==> config.mk <==
export PLATFORM = sky130hd
export DESIGN_NAME = flash_cmd_if
export DESIGN_NICKNAME = d
export VERILOG_FILES = /design/src/rtl/flash_cmd_pkg.sv /design/src/rtl/flash_bus_capture.sv /design/src/rtl/flash_busy_timer.sv /design/src/rtl/flash_cmd_fsm.sv /design/src/rtl/flash_cell_array.sv /design/src/rtl/flash_cmd_if.sv
export SDC_FILE = /design/constraint.sdc
export NUM_CORES = 1
export LEC_CHECK = 0
export ABC_AREA = 0
export ABC_CLOCK_PERIOD_IN_PS = 5700
export BUFFER_PORTS_ARGS = -buffer_cell sky130_fd_sc_hd__buf_2
export CAP_MARGIN = 20
export CORE_ASPECT_RATIO = 1.2
export CORE_MARGIN = 5
export CORE_UTILIZATION = 40
export CTS_BUF_LIST = sky130_fd_sc_hd__clkbuf_16
export DETAILED_ROUTE_END_ITERATION = 8
export PLACE_DENSITY = 0.61
export SYNTH_ARGS = -nofsm -noshare
export SYNTH_HDL_FRONTEND = slang
export SYNTH_SLANG_ARGS = --single-unit
==> constraint.sdc <==
create_clock -name clk_i -period 5.7 [get_ports clk_i]
set_input_delay 1.71 -clock clk_i [delete_from_list [all_inputs] [get_ports clk_i]]
set_output_delay 1.71 -clock clk_i [all_outputs]
set_load 0.03 [all_outputs]
==> src/rtl/flash_cmd_pkg.sv <==
package flash_cmd_pkg;
  typedef enum logic [2:0] {
    MODE_ARRAY, MODE_IDENT, MODE_PGM_ARM, MODE_ERS_ARM, MODE_PGM_CHK, MODE_ERS_CHK
  } mode_e;

  typedef enum logic [2:0] {
    OP_NONE, OP_ARRAY, OP_IDENT, OP_PGM, OP_ERS, OP_PGM_CHK, OP_ERS_CHK
  } op_e;

  localparam logic [7:0] CODE_RESET  = 8'hFF;
  localparam logic [7:0] CODE_IDENT  = 8'h90;
  localparam logic [7:0] CODE_ERS_GO = 8'h20;
  localparam logic [7:0] MFR_CODE    = 8'h89;
  localparam logic [7:0] DEV_CODE    = 8'hBD;
  localparam logic [7:0] ERASED      = 8'hFF;

  localparam logic [2:0] FN_ARRAY   = 3'b000;
  localparam logic [2:0] FN_ERS     = 3'b001;
  localparam logic [2:0] FN_PGM     = 3'b010;
  localparam logic [2:0] FN_ERS_CHK = 3'b101;
  localparam logic [2:0] FN_PGM_CHK = 3'b110;

  function automatic op_e decode_cmd(input logic [7:0] d);
    op_e op;
    op = OP_NONE;
    if (d == CODE_RESET) op = OP_ARRAY;
    else if (d == CODE_IDENT) op = OP_IDENT;
    else if (d[4:0] == 5'd0) begin
      case (d[7:5])
        FN_ARRAY:   op = OP_ARRAY;
        FN_ERS:     op = OP_ERS;
        FN_PGM:     op = OP_PGM;
        FN_ERS_CHK: op = OP_ERS_CHK;
        FN_PGM_CHK: op = OP_PGM_CHK;
        default:    op = OP_NONE;
      endcase
    end
    return op;
  endfunction
endpackage

==> src/rtl/flash_bus_capture.sv <==
module flash_bus_capture #(
  parameter int AW = 4
) (
  input  logic          clk_i,
  input  logic          rst_ni,
  input  logic          cs_ni,
  input  logic          we_ni,
  input  logic [AW-1:0] addr_i,
  input  logic [7:0]    data_i,
  output logic          wr_stb_o,
  output logic [AW-1:0] wr_addr_o,
  output logic [7:0]    wr_data_o
);
  logic          we_q;
  logic          armed_q;
  logic [AW-1:0] addr_q;
  logic          we_fall, we_rise;

  assign we_fall = we_q & ~we_ni;
  assign we_rise = ~we_q & we_ni;

  always_ff @(posedge clk_i or negedge rst_ni) begin
    if (!rst_ni) begin
      we_q    <= 1'b1;
      armed_q <= 1'b0;
      addr_q  <= '0;
    end else begin
      we_q <= we_ni;
      if (we_fall) begin
        armed_q <= ~cs_ni;
        if (!cs_ni) addr_q <= addr_i;
      end else if (we_rise) begin
        armed_q <= 1'b0;
      end
    end
  end

  // data is taken straight from the pins in the cycle the rising edge is seen
  assign wr_stb_o  = we_rise & armed_q;
  assign wr_addr_o = addr_q;
  assign wr_data_o = data_i;
endmodule

==> src/rtl/flash_busy_timer.sv <==
module flash_busy_timer #(
  parameter int BUSY_CYC = 8
) (
  input  logic clk_i,
  input  logic rst_ni,
  input  logic start_i,
  output logic busy_o
);
  localparam int CW = $clog2(BUSY_CYC + 1);
  logic [CW-1:0] cnt_q;

  always_ff @(posedge clk_i or negedge rst_ni) begin
    if (!rst_ni) cnt_q <= '0;
    else if (start_i) cnt_q <= CW'(BUSY_CYC);
    else if (cnt_q != '0) cnt_q <= cnt_q - CW'(1);
  end

  assign busy_o = (cnt_q != '0);
endmodule

==> src/rtl/flash_cmd_fsm.sv <==
module flash_cmd_fsm
  import flash_cmd_pkg::*;
#(
  parameter int AW = 4
) (
  input  logic          clk_i,
  input  logic          rst_ni,
  input  logic          wr_stb_i,
  input  logic [AW-1:0] wr_addr_i,
  input  logic [7:0]    wr_data_i,
  input  logic          vpp_hi_i,
  input  logic          busy_i,
  output mode_e         mode_o,
  output logic [AW-1:0] chk_addr_o,
  output logic          pgm_o,
  output logic          ers_o
);
  mode_e         mode_q, mode_d;
  logic [AW-1:0] chk_q, chk_d;
  logic          accept;
  op_e           op;

  assign accept = wr_stb_i & vpp_hi_i & ~busy_i;
  assign op     = decode_cmd(wr_data_i);

  always_comb begin
    mode_d = mode_q;
    chk_d  = chk_q;
    pgm_o  = 1'b0;
    ers_o  = 1'b0;
    if (accept) begin
      case (mode_q)
        MODE_PGM_ARM: begin
          pgm_o  = 1'b1;
          mode_d = MODE_ARRAY;
        end
        MODE_ERS_ARM: begin
          ers_o  = (wr_data_i == CODE_ERS_GO);
          mode_d = MODE_ARRAY;
        end
        default: begin
          case (op)
            OP_ARRAY: mode_d = MODE_ARRAY;
            OP_IDENT: mode_d = MODE_IDENT;
            OP_PGM:   mode_d = MODE_PGM_ARM;
            OP_ERS:   mode_d = MODE_ERS_ARM;
            OP_PGM_CHK: begin
              mode_d = MODE_PGM_CHK;
              chk_d  = wr_addr_i;
            end
            OP_ERS_CHK: begin
              mode_d = MODE_ERS_CHK;
              chk_d  = wr_addr_i;
            end
            default: ;
          endcase
        end
      endcase
    end
  end

  always_ff @(posedge clk_i or negedge rst_ni) begin
    if (!rst_ni) begin
      mode_q <= MODE_ARRAY;
      chk_q  <= '0;
    end else begin
      mode_q <= mode_d;
      chk_q  <= chk_d;
    end
  end

  assign mode_o     = mode_q;
  assign chk_addr_o = chk_q;
endmodule

==> src/rtl/flash_cell_array.sv <==
module flash_cell_array
  import flash_cmd_pkg::*;
#(
  parameter int AW = 4
) (
  input  logic          clk_i,
  input  logic          rst_ni,
  input  logic          pgm_i,
  input  logic          ers_i,
  input  logic [AW-1:0] wr_addr_i,
  input  logic [7:0]    wr_data_i,
  input  logic [AW-1:0] rd_addr_i,
  output logic [7:0]    rd_data_o
);
  localparam int DEPTH = 1 << AW;
  logic [7:0] cells [DEPTH];

  for (genvar g = 0; g < DEPTH; g++) begin : g_cell
    logic [7:0] cell_q;
    always_ff @(posedge clk_i or negedge rst_ni) begin
      if (!rst_ni) cell_q <= ERASED;
      else if (ers_i) cell_q <= ERASED;
      else if (pgm_i && wr_addr_i == AW'(g)) cell_q <= cell_q & wr_data_i;  // bits only clear
    end
    assign cells[g] = cell_q;
  end

  assign rd_data_o = cells[rd_addr_i];
endmodule

==> src/rtl/flash_cmd_if.sv <==
module flash_cmd_if
  import flash_cmd_pkg::*;
#(
  parameter int AW       = 4,
  parameter int BUSY_CYC = 8
) (
  input  logic          clk_i,
  input  logic          rst_ni,
  input  logic          cs_ni,
  input  logic          oe_ni,
  input  logic          we_ni,
  input  logic [AW-1:0] addr_i,
  input  logic [7:0]    data_i,
  input  logic          vpp_hi_i,
  output logic [7:0]    data_o,
  output logic          data_oe_o,
  output logic          busy_o
);
  logic          wr_stb;
  logic [AW-1:0] wr_addr;
  logic [7:0]    wr_data;
  mode_e         mode;
  logic [AW-1:0] chk_addr;
  logic          pgm, ers;
  logic [AW-1:0] rd_addr;
  logic [7:0]    cell_rd;

  flash_bus_capture #(.AW(AW)) i_capture (
    .clk_i, .rst_ni, .cs_ni, .we_ni, .addr_i, .data_i,
    .wr_stb_o (wr_stb),
    .wr_addr_o(wr_addr),
    .wr_data_o(wr_data)
  );

  flash_cmd_fsm #(.AW(AW)) i_fsm (
    .clk_i, .rst_ni,
    .wr_stb_i  (wr_stb),
    .wr_addr_i (wr_addr),
    .wr_data_i (wr_data),
    .vpp_hi_i,
    .busy_i    (busy_o),
    .mode_o    (mode),
    .chk_addr_o(chk_addr),
    .pgm_o     (pgm),
    .ers_o     (ers)
  );

  flash_busy_timer #(.BUSY_CYC(BUSY_CYC)) i_timer (
    .clk_i, .rst_ni,
    .start_i(pgm | ers),
    .busy_o
  );

  assign rd_addr = (mode == MODE_PGM_CHK || mode == MODE_ERS_CHK) ? chk_addr : addr_i;

  flash_cell_array #(.AW(AW)) i_array (
    .clk_i, .rst_ni,
    .pgm_i    (pgm),
    .ers_i    (ers),
    .wr_addr_i(wr_addr),
    .wr_data_i(wr_data),
    .rd_addr_i(rd_addr),
    .rd_data_o(cell_rd)
  );

  always_comb begin
    if (mode == MODE_IDENT) data_o = addr_i[0] ? DEV_CODE : MFR_CODE;
    else data_o = cell_rd;
  end

  assign data_oe_o = ~cs_ni & ~oe_ni;
endmodule

# Word level (Yosys, flattened, before mapping)
# Cells that the tools add are included.
[classes] addsub=1 n_lt_le_gt_ge=1 n_eq_ne=33 mux=52 bitwise_logic=30 reduce_logical=45
[ops] cell="$mux W8" n=35
[ops] cell="$and A8 B8 Y8" n=16
[ops] cell="$reduce_bool A2 Y1" n=18
[ops] cell="$bmux W8 S4" n=1
[ops] cell="$eq A4 B4 Y1 const B" n=8
[ops] cell="$eq A3 B3 Y1 const B" n=7
[ops] cell="$pmux W3 S6" n=1
[ops] cell="$eq A4 B3 Y1 const B" n=4
[ops] cell="$eq A8 B8 Y1 const B" n=2
[ops] cell="$logic_and A1 B1 Y1" n=16
[ops] cell="$eq A3 B2 Y1 const B" n=5
[ops] cell="$pmux W3 S5" n=1
[ops] cell="$mux W3" n=4
[ops] cell="$mux W4" n=3
[ops] cell="$eq A3 B1 Y1 const B" n=3
[ops] cell="$eq A4 B2 Y1 const B" n=2
[ops] cell="$eq A8 B6 Y1 const B" n=1
[ops] cell="$reduce_bool A7 Y1" n=1
[ops] cell="$and A1 B1 Y1" n=6
[ops] cell="$mux W1" n=6
[ops] cell="$mux W6" n=1
[ops] cell="$not A1 Y1" n=6
[ops] cell="$ge A5 B5 Y1 const B" n=1
[ops] cell="$logic_not A5 Y1" n=1
[ops] cell="other kinds (11)" n=13
[word_totals] regBits=145 input_bits=18 output_inout_bits=10 wordCells=184

# Depth between registers and ports, before layout
# Gate-level depths: netlist of the first run.
[depth] word_depth=9 ltp_mapped=10 depth_no_buf=8

# Hierarchy
# A second synthesis of the first run with hierarchy kept.
[hier_totals] hier_cells=626 area_unflattened_um2=7523.5
[modules_own_cells] mod="flash_cell_array" instances=1 cells_each=519 area_each_um2=6361.1 seq_area_each_um2=3363.2
[modules_own_cells] mod="flash_cmd_fsm" instances=1 cells_each=46 area_each_um2=479.2 seq_area_each_um2=175.2
[modules_own_cells] mod="flash_bus_capture" instances=1 cells_each=25 area_each_um2=320.3 seq_area_each_um2=151.4
[modules_own_cells] mod="flash_busy_timer" instances=1 cells_each=20 area_each_um2=217.7 seq_area_each_um2=100.1
[modules_own_cells] mod="flash_cmd_if" instances=1 cells_each=16 area_each_um2=145.1 seq_area_each_um2=0.0

# Least setup slack after synthesis of the first run
# No wires, ideal clock.
[synth_timing] path_kind="input -> output" from="input port addr_i[0]" to="output port data_o[2]" t_arrival_ns=3.414 required_time_ns=3.990 slack_ns=0.576 path_stages=8 n_path_buf=3 cell_sequence="a21oi_1 buf_2 buf_2 buf_2 nand2_1 nand3_1 nand4_1 o21ai_0"
[synth_via] elab_chain_len=6 word_cells_on_any_way=7 classes_between="6 x mux; 1 x bitwise"
[synth_lines] item="start, declared" line_no="flash_cmd_if.sv:12" source="input logic [AW-1:0] addr_i,"
[synth_lines] item="$mux W4" line_no="flash_cmd_if.sv:54" source="assign rd_addr = (mode == MODE_PGM_CHK || mode == MODE_ERS_CHK) ? chk_addr : addr_i;"
[synth_lines] item="$not A4 Y5 (not written as such)" line_no="flash_cell_array.sv:28" source="assign rd_data_o = cells[rd_addr_i];"
[synth_lines] item="$bmux W8 S4" line_no="flash_cell_array.sv:28"
[synth_lines] item="$mux W8 (not written as such) (2 in series)" line_no="flash_cell_array.sv:28"
[synth_lines] item="$mux W8 (*)" line_no="flash_cmd_if.sv:67" source="if (mode == MODE_IDENT) data_o = addr_i[0] ? DEV_CODE : MFR_CODE;"
[synth_lines] item="end, declared" line_no="flash_cmd_if.sv:15" source="output logic [7:0] data_o,"
# Mark *: on every way between the ends. The rest lies on a longest branch, timed or not. The select of a mux whose other input is x is not followed.

# Worst setup path in the final report of the first run
[layout_timing] from="input port addr_i[2]" to="output port data_o[1]"
[layout_via] elab_chain_len=6
[layout_lines] item="$mux W4" line_no="flash_cmd_if.sv:54"
[layout_lines] item="$not A4 Y5 (not written as such)" line_no="flash_cell_array.sv:28"
[layout_lines] item="$bmux W8 S4" line_no="flash_cell_array.sv:28"
[layout_lines] item="$mux W8 (not written as such) (2 in series)" line_no="flash_cell_array.sv:28"
[layout_lines] item="$mux W8" line_no="flash_cmd_if.sv:67"
# Every way passes these cells. The select of a mux whose other input is x is not followed.

==> results.json, run 1 <==
{
  "gp_congestion": 0.818,
  "grt_pass1_wl_um": 31400,
  "worstPathMaxFanout": 13,
  "ctsHoldBuffers": 0,
  "async_flop_share_pct": 100,
  "top_layer_used": "met4",
  "fillers": 1670,
  "cts_buffer_depth": 2,
  "critPathKind": "in2out",
  "wl_met2_um": 9330,
  "power.leakage_nw": 3.83,
  "dr.first_iter.drc_count": 429,
  "yosysWarnings": 0,
  "cts_htree_levels": 4,
  "nets": 808,
  "synth_seq_area_share_pct": 53.5,
  "dp_hpwl_um": 11600,
  "synth_edf_count": 0,
  "post_cts_buffers": 0,
  "die_area_mm2": 0.0205,
  "avgSynthCellArea_um2": 9.18,
  "clkTransAtPathRegs_ns": 0.06,
  "critPathLaunchType": "input pin",
  "hold_violations": 0,
  "setup_viol": 0,
  "instances_no_fill": 1016,
  "first_pass_iters": 6,
  "cts_tree": "done",
  "routed_wl_um": 19000,
  "synth_seq_cells": 145,
  "ir_drop_uv": 192,
  "cp_top_family": "compound AO/OA/AOI/OAI gates",
  "worstSetupEndpointType": "output pin",
  "rsz0062_at_grt": "false",
  "required_ns": 3.99,
  "cts_buffers": 17,
  "relSlewSlack_pct": 31.6,
  "cp_cell_sequence": "buf_2 > nor2_1 > nand2_1 > nand2_1 > a221oi_1 > o22ai_1 > buf_2",
  "max_freq_mhz": 196,
  "cts_root_buf": "clkbuf_16",
  "io_buffers": 27,
  "p_per_area_mw_per_mm2": 286,
  "status": "finished clean",
  "antenna_found_initial": 0,
  "finalSetupTns_ns": 0,
  "synthFlopType": "dfstp_2",
  "critPathBufInv": 2,
  "dr_total_vias": 5653,
  "clk_latency_ns": 0.42,
  "routedWlPerCell_um": 18.7,
  "fp.dieW_um": 131,
  "syn_nets": 797,
  "final_layout_size_suffix_gt1_share_pct": 29.6,
  "wl_met1_um": 8420,
  "ios": 28,
  "rows": 53,
  "syn_area_mm2": 0.00709,
  "ctsResizeCount": 0,
  "overflow": 0,
  "slowest_stage": "a221oi_1",
  "core-area_mm2": 0.0174,
  "ant_nets": 0,
  "critPathMaxStageDelay_ns": 0.57,
  "antenna_cells": 0,
  "areaGrowthSynthToFinish_pct": 13.3,
  "dp_cells": 983,
  "finalCritPeriodShare_pct": 89.7,
  "wl_met3_um": 838,
  "slew_violations": 0,
  "min_period_ns": 5.11,
  "drc": 0,
  "vias_per_cell": 5.56,
  "track_usage_pct": 19.1,
  "netlist_instances": 772,
  "arrival_ns": 3.40,
  "hold_class": "reg2reg",
  "initial_core_util_pct": 40.6,
  "worst_pin_slew_ns": 1.02,
  "die_h_um": 156,
  "grt_pass1_vias": 5768,
  "finalClockSkew_ns": 0.00410,
  "ys_types": 58,
  "maxCapViolCount": 0,
  "cts_sinks": 145,
  "grt_max_degree": 119
}
[layout make-up]
class | count | area, um^2 | area share, %
Tap cell | 220 | 275 | 3.43
Clock buffer | 17 | 425 | 5.30
Multi-Input combinational cell | 566 | 3060 | 38.1
Clock inverter | 15 | 159 | 1.98
Inverter | 10 | 37.5 | 0.468
Sequential cell | 145 | 3790 | 47.2
Timing Repair Buffer | 43 | 282 | 3.51
[worst reg2reg max path, stage by stage, from the launching register on]
cell and delay [ns]:
dfrtp_1 0.38, inv_1 0.11, ha_1 0.18, nor3b_4 0.33, nand4_2 0.27, nor2_1 0.48
nand3_1 0.87, o21ai_0 0.45, nand2_1 0.10
[routing by layer]
layer  vias up  track usage (%)
li1       2665                -
met1      2817             24.4
met2       139             32.4
met3        32             4.23
met4         0             6.76
met5         -                0
[final timing paths]
path                                                     startpoint                                  endpoint  slack (ns)  cells after the start
max in group asynchronous                                    rst_ni  i_array.g_cell[12].cell_q[6]$_DFFE_PN1P_        3.36                      3
min in group asynchronous                                    rst_ni              i_timer.cnt_q[2]$_DFFE_PN0P_        1.15                      1
setup / recovery                                          addr_i[2]                                 data_o[1]        0.59                      7
setup reg to reg                       i_timer.cnt_q[0]$_DFFE_PN0P_   i_array.g_cell[7].cell_q[6]$_DFFE_PN1P_        2.45                      8
hold / removal             i_array.g_cell[11].cell_q[5]$_DFFE_PN1P_  i_array.g_cell[11].cell_q[5]$_DFFE_PN1P_        0.48                      2
hold reg to reg            i_array.g_cell[11].cell_q[5]$_DFFE_PN1P_  i_array.g_cell[11].cell_q[5]$_DFFE_PN1P_        0.48                      2
[synthesized netlist by cell type (3+ instances only)]
cell	instances	area, um^2
mux2_2	5	56.3
a222oi_1	3	30.0
clkbuf_1	36	135
nor2_1	17	63.8
nand2b_1	10	62.6
nand3_1	42	210
o31ai_1	3	22.5
o21ai_0	135	676
nand2_1	228	856
nand3b_1	3	22.5
nor3_1	6	30.0
mux2_4	4	60.1
dfstp_2	129	3390
dfrtp_1	16	400
mux4_2	4	90.1
buf_2	3	15.0
a21oi_1	11	55.1
o21ai_1	6	30.0
or2_2	8	50.1
buf_6	3	33.8
mux2i_1	17	170
ha_1	7	87.6
a31oi_1	6	37.5
a32oi_1	3	26.3
nand4_1	11	68.8
inv_1	10	37.5
buf_1	8	30.0
[stage by stage]
stage | worst slack (ns) | power [mW] | area (um^2) | utilization (%) | hold slack (ns)
final | 0.587 | 2.29 | 8030 | 46.0 | 0.477
after global routing | 0.459 | 2.37 | 8030 | 46.0 | 0.485
after CTS | 0.546 | 2.31 | 8000 | 45.9 | 0.478
after detailed placement | 0.551 | 1.20 | 7420 | 42.5 | 0.468
after global placement | 0.614 | 1.20 | 7420 | 42.5 | 0.463
after floorplan | 0.576 | 1.14 | 7090 | - | 0.452
[state kept, by name (all words and copies together), names as in the netlist]
register	count
i_timer.cnt_q	4
i_fsm.mode_o	3
i_capture.wr_addr_o	4
i_capture.we_q	1
i_capture.armed_q	1
i_array.g_cell.cell_q	128
i_fsm.chk_addr_o	4
[placed cells by master, fill, tap and decap left out, drive strengths merged, types with 4 or more instances in the layout]
| master | count |
|---|---|
| a21oi | 11 |
| a31oi | 6 |
| buf | 43 |
| clkbuf | 17 |
| clkinv | 4 |
| clkinvlp | 4 |
| dfrtp | 16 |
| dfstp | 129 |
| ha | 7 |
| inv | 15 |
| mux2 | 10 |
| mux2i | 17 |
| mux4 | 4 |
| nand2 | 228 |
| nand2b | 11 |
| nand3 | 42 |
| nand4 | 12 |
| nor2 | 17 |
| nor3 | 6 |
| o21ai | 141 |
| or2 | 8 |
[power by group]
part | internal (mW) | switching, mW | leakage (nW)
logic | 0.0359 | 0.0928 | 2.02
registers | 1.04 | 0.0168 | 1.53
clock network | 0.648 | 0.458 | 0.277
total | 1.73 | 0.568 | 3.83
[cells by family after synthesis]
family          after synthesis  synth area share [%]
xor+xnor                      3                 0.371
compound gates              185                  14.4
fa+ha+maj                     7                  1.24
flops                       145                  53.5
mux                          31                  5.47
buf+inv                      61                  3.66
simple gates                340                  21.3
Power figures use the tool's default switching activity.
==> run 2, diff against run 1 <==
--- a/config.mk
+++ b/config.mk
@@ -6,7 +6,7 @@
 export NUM_CORES = 1
 export LEC_CHECK = 0
 export ABC_AREA = 0
-export ABC_CLOCK_PERIOD_IN_PS = 5700
+export ABC_CLOCK_PERIOD_IN_PS = 6000
 export BUFFER_PORTS_ARGS = -buffer_cell sky130_fd_sc_hd__buf_2
 export CAP_MARGIN = 20
 export CORE_ASPECT_RATIO = 1.2
@@ -14,7 +14,6 @@
 export CORE_UTILIZATION = 40
 export CTS_BUF_LIST = sky130_fd_sc_hd__clkbuf_16
 export DETAILED_ROUTE_END_ITERATION = 8
-export PLACE_DENSITY = 0.61
 export SYNTH_ARGS = -nofsm -noshare
 export SYNTH_HDL_FRONTEND = slang
 export SYNTH_SLANG_ARGS = --single-unit
==> constraint.sdc (replaced) <==
create_clock -name clk_i -period 6 [get_ports clk_i]
set_input_delay 1.8 -clock clk_i [delete_from_list [all_inputs] [get_ports clk_i]]
set_output_delay 1.8 -clock clk_i [all_outputs]
set_load 0.03 [all_outputs]
==> run 2 against run 1 <==
Against the previous run: wire length shrank 0.71%; total power decreased by 8.1%; hold slack better by 0.00083 ns; clock power decreased by 11%; clock skew up 0.0021 ns; sequential share of layout area grew 0.39 points; largest cell class unchanged; die area is the same; flip-flop and latch count unchanged; critical path type unchanged; first-iteration DRC count fell by 23%; critical endpoint is now data_o[7]; combinational power down 6%; critical path depth did not move; count of clock-buffer cells in the layout up 1.
==> results.json, run 2 (synthesized netlist as in run 1, its figures left out) <==
{
  "grt_max_degree": 106,
  "first_pass_iters": 5,
  "power.leakage_nw": 3.81,
  "cts_buffers": 17,
  "maxCapViolCount": 0,
  "grt_pass1_vias": 5547,
  "cts_root_buf": "clkbuf_16",
  "finalCritPeriodShare_pct": 90.6,
  "hold_violations": 0,
  "use_met2_pct": 30.7,
  "drc": 0,
  "initial_core_util_pct": 40.6,
  "dp_hpwl_um": 11700,
  "largest_reg_flops": 128,
  "critPathKind": "in2out",
  "clk_latency_ns": 0.42,
  "fp.dieW_um": 131,
  "grt_use_met3_pct": 3.74,
  "gp_congestion": 0.803,
  "cts_htree_levels": 4,
  "post_cts_buffers": 0,
  "hold_class": "reg2reg",
  "final_core_util_pct": 45.7,
  "die_area_mm2": 0.0205,
  "cts_tree": "done",
  "worst_pin_slew_ns": 1.03,
  "globalRouteMet1Util_pct": 25.6,
  "ant_nets": 0,
  "overflow": 0,
  "ctsResizeCount": 0,
  "routed_wl_um": 18800,
  "power.total_mw": 2.11,
  "finalClockSkew_ns": 0.00625,
  "slew_violations": 0,
  "placed_cell_area_mm2": 0.00742,
  "io_buffers": 27,
  "worstSetupEndpointType": "output pin",
  "antenna_cells": 0,
  "nets": 807,
  "relSlewSlack_pct": 31.0,
  "required_ns": 4.20,
  "dr_total_vias": 5604,
  "areaGrowthSynthToFinish_pct": 12.4,
  "core-area_mm2": 0.0174,
  "rsz0062_at_grt": "false",
  "grt-busiest-layer": "met2",
  "track_usage_pct": 19.0,
  "antenna_found_initial": 0,
  "routedWlPerCell_um": 18.6,
  "die_h_um": 156,
  "top_register": "i_array.g_cell.cell_q",
  "rows": 53,
  "finalSetupTns_ns": 0,
  "final_layout_size_suffix_gt1_share_pct": 28.8,
  "max_freq_mhz": 184,
  "final_common_cell": "nand2_1",
  "ios": 28,
  "dr.first_iter.drc_count": 329,
  "worstPathMaxFanout": 16,
  "ir_drop_uv": 156,
  "final_cell_mix": "nand2_1, o21ai_0, dfstp_2",
  "fin_area_mm2": 0.00796,
  "cts_sinks": 145,
  "arrival_ns": 3.63,
  "min_period_ns": 5.43,
  "clkTransAtPathRegs_ns": 0.05,
  "status": "finished clean",
  "grt_pass1_wl_um": 30900,
  "ctsHoldBuffers": 0,
  "cts_buffer_depth": 2,
  "p_per_area_mw_per_mm2": 265,
  "setup_viol": 0,
  "vias_per_cell": 5.52,
  "critPathLaunchType": "input pin"
}
==> run 2: final cells by class <==
class / instances / area (um^2)
tap: 220 / 275
inverter: 10 / 37.5
sequential: 145 / 3790
clock inverter: 14 / 96.3
multi-input combinational: 566 / 3060
clock buffer: 18 / 450
fill: 1655 / 9480
timing repair buffer: 42 / 254
==> run 2: power breakdown <==
| part | switching (mW) | leakage (nW) | internal (mW) | total (mW) |
|---|---|---|---|---|
| Clock | 0.401 | 0.269 | 0.582 | 0.983 |
| Combinational | 0.0882 | 2.01 | 0.0326 | 0.121 |
| Sequential | 0.0145 | 1.53 | 0.989 | 1.00 |
| Total | 0.504 | 3.81 | 1.60 | 2.11 |
==> run 2: final timing paths <==
check / startpoint / to / slack (ns) / depth (start not counted)
hold reg to reg: i_array.g_cell[6].cell_q[7]$_DFFE_PN1P_ / i_array.g_cell[6].cell_q[7]$_DFFE_PN1P_ / 0.48 / 2
hold / removal: i_array.g_cell[6].cell_q[7]$_DFFE_PN1P_ / i_array.g_cell[6].cell_q[7]$_DFFE_PN1P_ / 0.48 / 2
min in group asynchronous: rst_ni / i_capture.armed_q$_DFFE_PN0P_ / 1.48 / 1
setup reg to reg: i_timer.cnt_q[0]$_DFFE_PN0P_ / i_array.g_cell[1].cell_q[6]$_DFFE_PN1P_ / 2.65 / 8
setup / recovery: addr_i[0] / data_o[7] / 0.57 / 7
max in group asynchronous: rst_ni / i_array.g_cell[7].cell_q[7]$_DFFE_PN1P_ / 3.36 / 2
==> run 2: layer usage <==
metal / vias to the layer above / share of wire, %
li1: 2664 / -
met1: 2782 / 45
met2: 130 / 48
met3: 28 / 4.1
met4: 0 / 2.1
met5: - / 0
==> run 2: critical path, cell delays in order <==
cell     delay [ns]
buf_2          0.13
a21oi_4        0.35
buf_4          0.32
mux4_2         0.53
a22oi_1        0.20
nand3_1        0.10
buf_2          0.19
==> run 2: stage by stage <==
step           worst slack, ns  instances  hold WS [ns]
2_1_floorplan            0.696        772         0.452
3_3_place_gp             0.602        983         0.464
3_5_place_dp             0.560        983         0.469
4_1_cts                  0.564       1015         0.478
5_1_grt                  0.456       1015         0.490
6_report                 0.566       1015         0.477
